File: config.mk
export PLATFORM = sky130hd
export DESIGN_NAME = spi_fifo_irq
export DESIGN_NICKNAME = d
export VERILOG_FILES = /design/src/rtl/spi_fifo_irq.sv
export SDC_FILE = /design/constraint.sdc
export NUM_CORES = 2
export LEC_CHECK = 0
export BUFFER_PORTS_ARGS = -buffer_cell sky130_fd_sc_hd__buf_2
export CORE_MARGIN = 3
export CORE_UTILIZATION = 40
export CTS_BUF_LIST = sky130_fd_sc_hd__clkbuf_8
export DETAILED_ROUTE_END_ITERATION = 7
export SYNTH_ARGS = -nofsm -noshare
export SYNTH_HDL_FRONTEND = slang
export SYNTH_SLANG_ARGS = --single-unit
File: constraint.sdc
create_clock -name clk -period 6.1 [get_ports clk]
set_input_delay 1.83 -clock clk [delete_from_list [all_inputs] [get_ports clk]]
set_output_delay 1.83 -clock clk [all_outputs]
set_load 0.05 [all_outputs]
File: src/rtl/spi_fifo_irq.sv
module spi_fifo_irq #(
  parameter int DEPTH      = 32,
  parameter int WORD_BYTES = 4
) (
  input  logic        clk,
  input  logic        rst_n,
  input  logic [3:0]  reg_addr,
  input  logic        reg_wr,
  input  logic        reg_rd,
  input  logic [31:0] reg_wdata,
  output logic [31:0] reg_rdata,
  input  logic        linear_mode,
  input  logic        mode_fail,
  input  logic        tx_pop,
  output logic [7:0]  tx_byte,
  input  logic        rx_push,
  input  logic [7:0]  rx_byte,
  output logic        irq
);

  localparam int PW = $clog2(DEPTH);
  localparam int CW = $clog2(DEPTH + 1);
  localparam logic [CW-1:0] FULL = CW'(DEPTH);
  localparam logic [2:0] NB = 3'(WORD_BYTES);

  localparam logic [3:0] A_CFG = 4'd0, A_STAT = 4'd1, A_IEN = 4'd2, A_IDIS = 4'd3,
                         A_MASK = 4'd4, A_TXD = 4'd5, A_RXD = 4'd6, A_TXTHR = 4'd7,
                         A_RXTHR = 4'd8, A_TX1 = 4'd9, A_TX2 = 4'd10, A_TX3 = 4'd11;

  logic [7:0]    tx_mem [DEPTH];
  logic [7:0]    rx_mem [DEPTH];
  logic [PW-1:0] tx_wp, tx_rp, rx_wp, rx_rp;
  logic [CW-1:0] tx_cnt_q, rx_cnt_q, tx_cnt_d, rx_cnt_d;
  logic [CW-1:0] txthr_q, rxthr_q, txthr_d, rxthr_d;
  logic          big_end;
  logic [6:0]    st_q, st_d, mask_q, mask_d;

  wire wr_cfg   = reg_wr && reg_addr == A_CFG;
  wire wr_st    = reg_wr && reg_addr == A_STAT;
  wire wr_ien   = reg_wr && reg_addr == A_IEN;
  wire wr_idis  = reg_wr && reg_addr == A_IDIS;
  wire wr_txthr = reg_wr && reg_addr == A_TXTHR;
  wire wr_rxthr = reg_wr && reg_addr == A_RXTHR;
  wire rd_st    = reg_rd && reg_addr == A_STAT;
  wire rd_rx    = reg_rd && reg_addr == A_RXD;

  logic [2:0] tx_nreq, tx_npush, rx_npop;
  always_comb begin
    tx_nreq = 3'd0;
    if (reg_wr) begin
      case (reg_addr)
        A_TXD:   tx_nreq = NB;
        A_TX1:   tx_nreq = 3'd1;
        A_TX2:   tx_nreq = 3'd2;
        A_TX3:   tx_nreq = 3'd3;
        default: tx_nreq = 3'd0;
      endcase
    end
  end

  wire [CW-1:0] tx_space = FULL - tx_cnt_q;
  assign tx_npush = (CW'(tx_nreq) > tx_space) ? tx_space[2:0] : tx_nreq;
  assign rx_npop  = !rd_rx ? 3'd0 : (CW'(NB) > rx_cnt_q) ? rx_cnt_q[2:0] : NB;

  wire tx_pop_ok  = tx_pop && tx_cnt_q != '0;
  wire uf_evt     = tx_pop && tx_cnt_q == '0;
  wire rx_push_ok = rx_push && rx_cnt_q != FULL;
  wire of_evt     = rx_push && rx_cnt_q == FULL;

  assign tx_cnt_d = tx_cnt_q + CW'(tx_npush) - CW'(tx_pop_ok);
  assign rx_cnt_d = rx_cnt_q + CW'(rx_push_ok) - CW'(rx_npop);
  assign txthr_d  = wr_txthr ? reg_wdata[CW-1:0] : txthr_q;
  assign rxthr_d  = wr_rxthr ? reg_wdata[CW-1:0] : rxthr_q;
  assign tx_byte  = tx_mem[tx_rp];

  wire upd = !linear_mode && (reg_wr || tx_pop || rx_push || rd_rx || mode_fail);
  wire [3:0] live = {rx_cnt_d == FULL, rx_cnt_d >= rxthr_d,
                     tx_cnt_d == FULL, tx_cnt_d < txthr_d};

  always_comb begin
    st_d = st_q;
    if (rd_st) st_d = '0;
    if (wr_st) st_d = st_d & ~reg_wdata[6:0];
    if (upd) begin
      st_d[5:2] = live;
      st_d[6]   = st_d[6] | uf_evt;
      st_d[1]   = st_d[1] | mode_fail;
      st_d[0]   = st_d[0] | of_evt;
    end
  end

  always_comb begin
    mask_d = mask_q;
    if (wr_ien)  mask_d = mask_d | reg_wdata[6:0];
    if (wr_idis) mask_d = mask_d & ~reg_wdata[6:0];
  end

  logic [31:0] rx_word;
  always_comb begin
    rx_word = '0;
    for (int k = 0; k < 4; k++)
      if (3'(k) < rx_npop)
        rx_word[8*(big_end ? 3 - k : k) +: 8] = rx_mem[rx_rp + PW'(k)];
  end

  logic [31:0] rd_mux;
  always_comb begin
    case (reg_addr)
      A_CFG:   rd_mux = {5'd0, big_end, 26'd0};
      A_STAT:  rd_mux = {25'd0, st_q};
      A_MASK:  rd_mux = {25'd0, mask_q};
      A_RXD:   rd_mux = rx_word;
      A_TXTHR: rd_mux = 32'(txthr_q);
      A_RXTHR: rd_mux = 32'(rxthr_q);
      default: rd_mux = '0;
    endcase
  end

  always_ff @(posedge clk) begin
    for (int k = 0; k < 4; k++)
      if (3'(k) < tx_npush)
        tx_mem[tx_wp + PW'(k)] <= big_end ? reg_wdata[8*(3-k) +: 8] : reg_wdata[8*k +: 8];
    if (rx_push_ok) rx_mem[rx_wp] <= rx_byte;
  end

  always_ff @(posedge clk or negedge rst_n) begin
    if (!rst_n) begin
      tx_wp <= '0; tx_rp <= '0; rx_wp <= '0; rx_rp <= '0;
      tx_cnt_q <= '0; rx_cnt_q <= '0;
      txthr_q <= CW'(1); rxthr_q <= CW'(1);
      big_end <= 1'b0;
      st_q <= 7'h04;
      mask_q <= '0;
      irq <= 1'b0;
      reg_rdata <= '0;
    end else begin
      tx_wp <= tx_wp + PW'(tx_npush);
      tx_rp <= tx_rp + PW'(tx_pop_ok);
      rx_wp <= rx_wp + PW'(rx_push_ok);
      rx_rp <= rx_rp + PW'(rx_npop);
      tx_cnt_q <= tx_cnt_d;
      rx_cnt_q <= rx_cnt_d;
      txthr_q <= txthr_d;
      rxthr_q <= rxthr_d;
      if (wr_cfg) big_end <= reg_wdata[26];
      st_q <= st_d;
      mask_q <= mask_d;
      irq <= |(mask_d & st_d);
      if (reg_rd) reg_rdata <= rd_mux;
    end
  end

endmodule

==> impl_metrics.toml <==
[outcome]
status = "finished, final reports clean"

[floorplanning]
start_util = 0.4070
die_h_microns = 326.6
dieArea_sq_um = 106700
row_count = 116
chipWidth_microns = 326.6
core_area_sq_um = 101000
boundaryPins = 93

[drt]
dr.pass1.iters = 7
drt_iter0_drc = 6107
viasPerCell = 7.038
totalWireLength_mm = 166.9
ant_nets = 0
wire_per_inst_microns = 33.98
drc = 0
vias = 34571

[logic_synthesis]
synthArstFlopShare = 0.1523
postSynthCellCount = 3342
syn-cell-area_sq_um = 41120
ys.flop_type = "edfxtp_1"
synth-seq-cells = 604
synth.net_count = 3449
synth.distinct_cells = 85
ys_seq_area_frac = 0.4300
synth-edff-count = 512
yosysWarnings = 0
syn_avg_cell_area_sq_um = 12.30

[cells_and_area]
fin_util = 0.4603
final_cell_mix = "512 x edfxtp_1, 359 x mux4_2, 304 x nand2_1"
post-route-cell-area_sq_um = 46500
final_common_cell = "edfxtp_1"
area_growth_pct = 13.09
nFillCells = 9149
nets = 3556
layout-drive-gt1-share = 0.2761

[setup_path]
path_buf_inv = 2
slowest_delay_ps = 740
startpoint_type = "flop"
endpoint_kind = "output port"
ff2ff_path_depth = 23
crit_chain = "buf_12 -> mux4_2 -> mux4_2 -> mux2_2 -> buf_2"
required_ps = 4270
critical_path_class = "flop to output port"
cp_num_cells = 5
path_common_cell = "mux4_2"
crit_arrival_ps = 3660
crit_path_top_delay_cell = "dfrtp_4"
cp_max_fo = 27
crit_family = "multiplexers"

[min_path]
min_delay_path_depth = 1
hp-class = "flop to flop"

[power_and_ir_drop]
cellPowerDensity_nw_per_um2 = 452.9
p_leak_nw = 16.48
power.total_mw = 21.06
peakVddDrop_v = 0.0003552

[clock_tree]
root_buffer = "clkbuf_8"
cts_sinks = 604
insertion_delay_ps = 770
holdBufCountCts = 0
cts-resized-gates = 0
cts_buffers = 105
post_cts_buffers = 0
clockBufferDepth = 3
cts-htree-levels = 3
cts_tree = "built"
clk_pin_slew_ps = 60

[global_route]
grt_pass1_wl_mm = 237.7
grt_max_degree = 100
grt_use_total = 0.3060
grt_overflow = 0
grt_pass1_vias = 32486
antenna_found_initial = 27

[place]
place_area_sq_um = 44110
io_buffer_count = 92
place_congestion = 1.059
place_hpwl_mm = 115.2

[timing]
fin_skew_ps = 46.10
setup_violations = 0
finalCritPeriodShare = 0.8998
drv_slew = 0
min_period_ps = 5489
max_clock_freq_ghz = 0.1822
rsz0062_at_grt = "no"
max_slew_margin = 0.08232
holdWs_ps = 548.8
max_slew.worst_pin.slew_ps = 1350
hold_violations = 0
final.setup.tns_ps = 0

[flow_run]
cap_violations = 0
[path summary, 6_finish.rpt]
| check | slack (ps) | endpoint | startpoint |
|---|---|---|---|
| hold / removal | 550 | rxthr_q[1]$_DFF_PN0_ | rxthr_q[1]$_DFF_PN0_ |
| setup reg to reg | 1080 | irq$_DFF_PN0_ | tx_cnt_q[0]$_DFF_PN0_ |
| max in group asynchronous | 3850 | st_q[2]$_DFF_PN1_ | rst_n |
| hold reg to reg | 550 | rxthr_q[1]$_DFF_PN0_ | rxthr_q[1]$_DFF_PN0_ |
| min in group asynchronous | 1170 | rx_wp[3]$_DFF_PN0_ | rst_n |
| setup / recovery | 610 | tx_byte[0] | tx_rp[0]$_DFF_PN0_ |
[kinds of logic after synthesis]
group	share of synthesized area
adder cells (fa/ha/maj)	0.01747
AND/OR/NAND/NOR	0.09008
buffers and inverters	0.03527
XOR/XNOR	0.008734
multiplexers	0.2799
flip-flops	0.4300
AO/OA/AOI/OAI	0.1385
[stage by stage]
| stage | instances | worst slack [ps] |
|---|---|---|
| final | 4912 | 611.1 |
| after global routing | 4899 | 522.7 |
| after CTS | 4896 | 607.8 |
| after detailed placement | 4699 | 96.65 |
| after global placement | 4699 | 174.6 |
| after floorplan | 3342 | 13.56 |
[flip-flops by register name (all words and copies together), names as in the netlist]
name,cells
rx_mem,256
tx_mem,256
reg_rdata,32
mask_q,7
st_q,7
rx_cnt_q,6
rxthr_q,6
tx_cnt_q,6
txthr_q,6
rx_rp,5
rx_wp,5
tx_rp,5
tx_wp,5
big_end,1
irq,1
[layout make-up]
cell class              count  area (sq um)  share of cell area
clock inverters            87         832.0             0.01789
repair buffers            305          2112             0.04542
inverters                  64         240.2            0.005166
well taps                1357          1698             0.03651
flip-flops and latches    604         17700              0.3806
diodes                     16         40.04           0.0008610
clock buffers             110          1514             0.03256
multi-input cells        2369         22370              0.4810
[power by group]
part           switching (mW)  leakage (nW)  internal [mW]
Clock                    1.90          1.28           2.34
Combinational            6.93          9.43           4.15
Sequential              0.651          5.77           5.09
[synthesized netlist by cell type (8+ instances only)]
cell type	count	area share
xor2_1	14	0.0030
o31ai_1	8	0.0015
xnor2_1	27	0.0058
a221o_1	8	0.0019
a31o_2	9	0.0019
nor2b_1	22	0.0033
edfxtp_1	512	0.37
nand2_1	305	0.028
nand4_1	18	0.0027
nor2_1	177	0.016
o22ai_1	30	0.0046
nor3b_1	9	0.0016
o2111ai_1	10	0.0021
nor4_1	24	0.0037
mux2i_1	266	0.065
nand2b_1	14	0.0021
mux2_2	55	0.015
a22oi_1	61	0.011
clkbuf_1	218	0.020
buf_1	43	0.0039
inv_1	61	0.0056
nor3_1	65	0.0079
o21ai_0	103	0.013
and3b_1	8	0.0017
and3_1	8	0.0012
nand3b_1	9	0.0016
a21o_1	19	0.0035
and2_1	12	0.0018
or3_1	13	0.0020
a221oi_1	48	0.010
a222oi_1	19	0.0046
nand3_1	81	0.0099
a21oi_1	116	0.014
buf_2	38	0.0046
a31oi_1	32	0.0049
ha_1	51	0.016
dfrtp_1	89	0.054
o211ai_1	98	0.018
o221ai_1	134	0.029
o21ai_1	8	0.00097
a211oi_1	24	0.0044
mux4_2	359	0.20
[layer usage]
metal  up-vias  track usage  wire length (microns)
li1      13950            -                      -
met2      2945       0.4118                  66970
met3       441       0.1307                  28480
met4        24       0.1185                   7000
met1     17211       0.4329                  64290
met5         -     0.002717                    175
No activity file was read; power rests on OpenSTA's default activity.
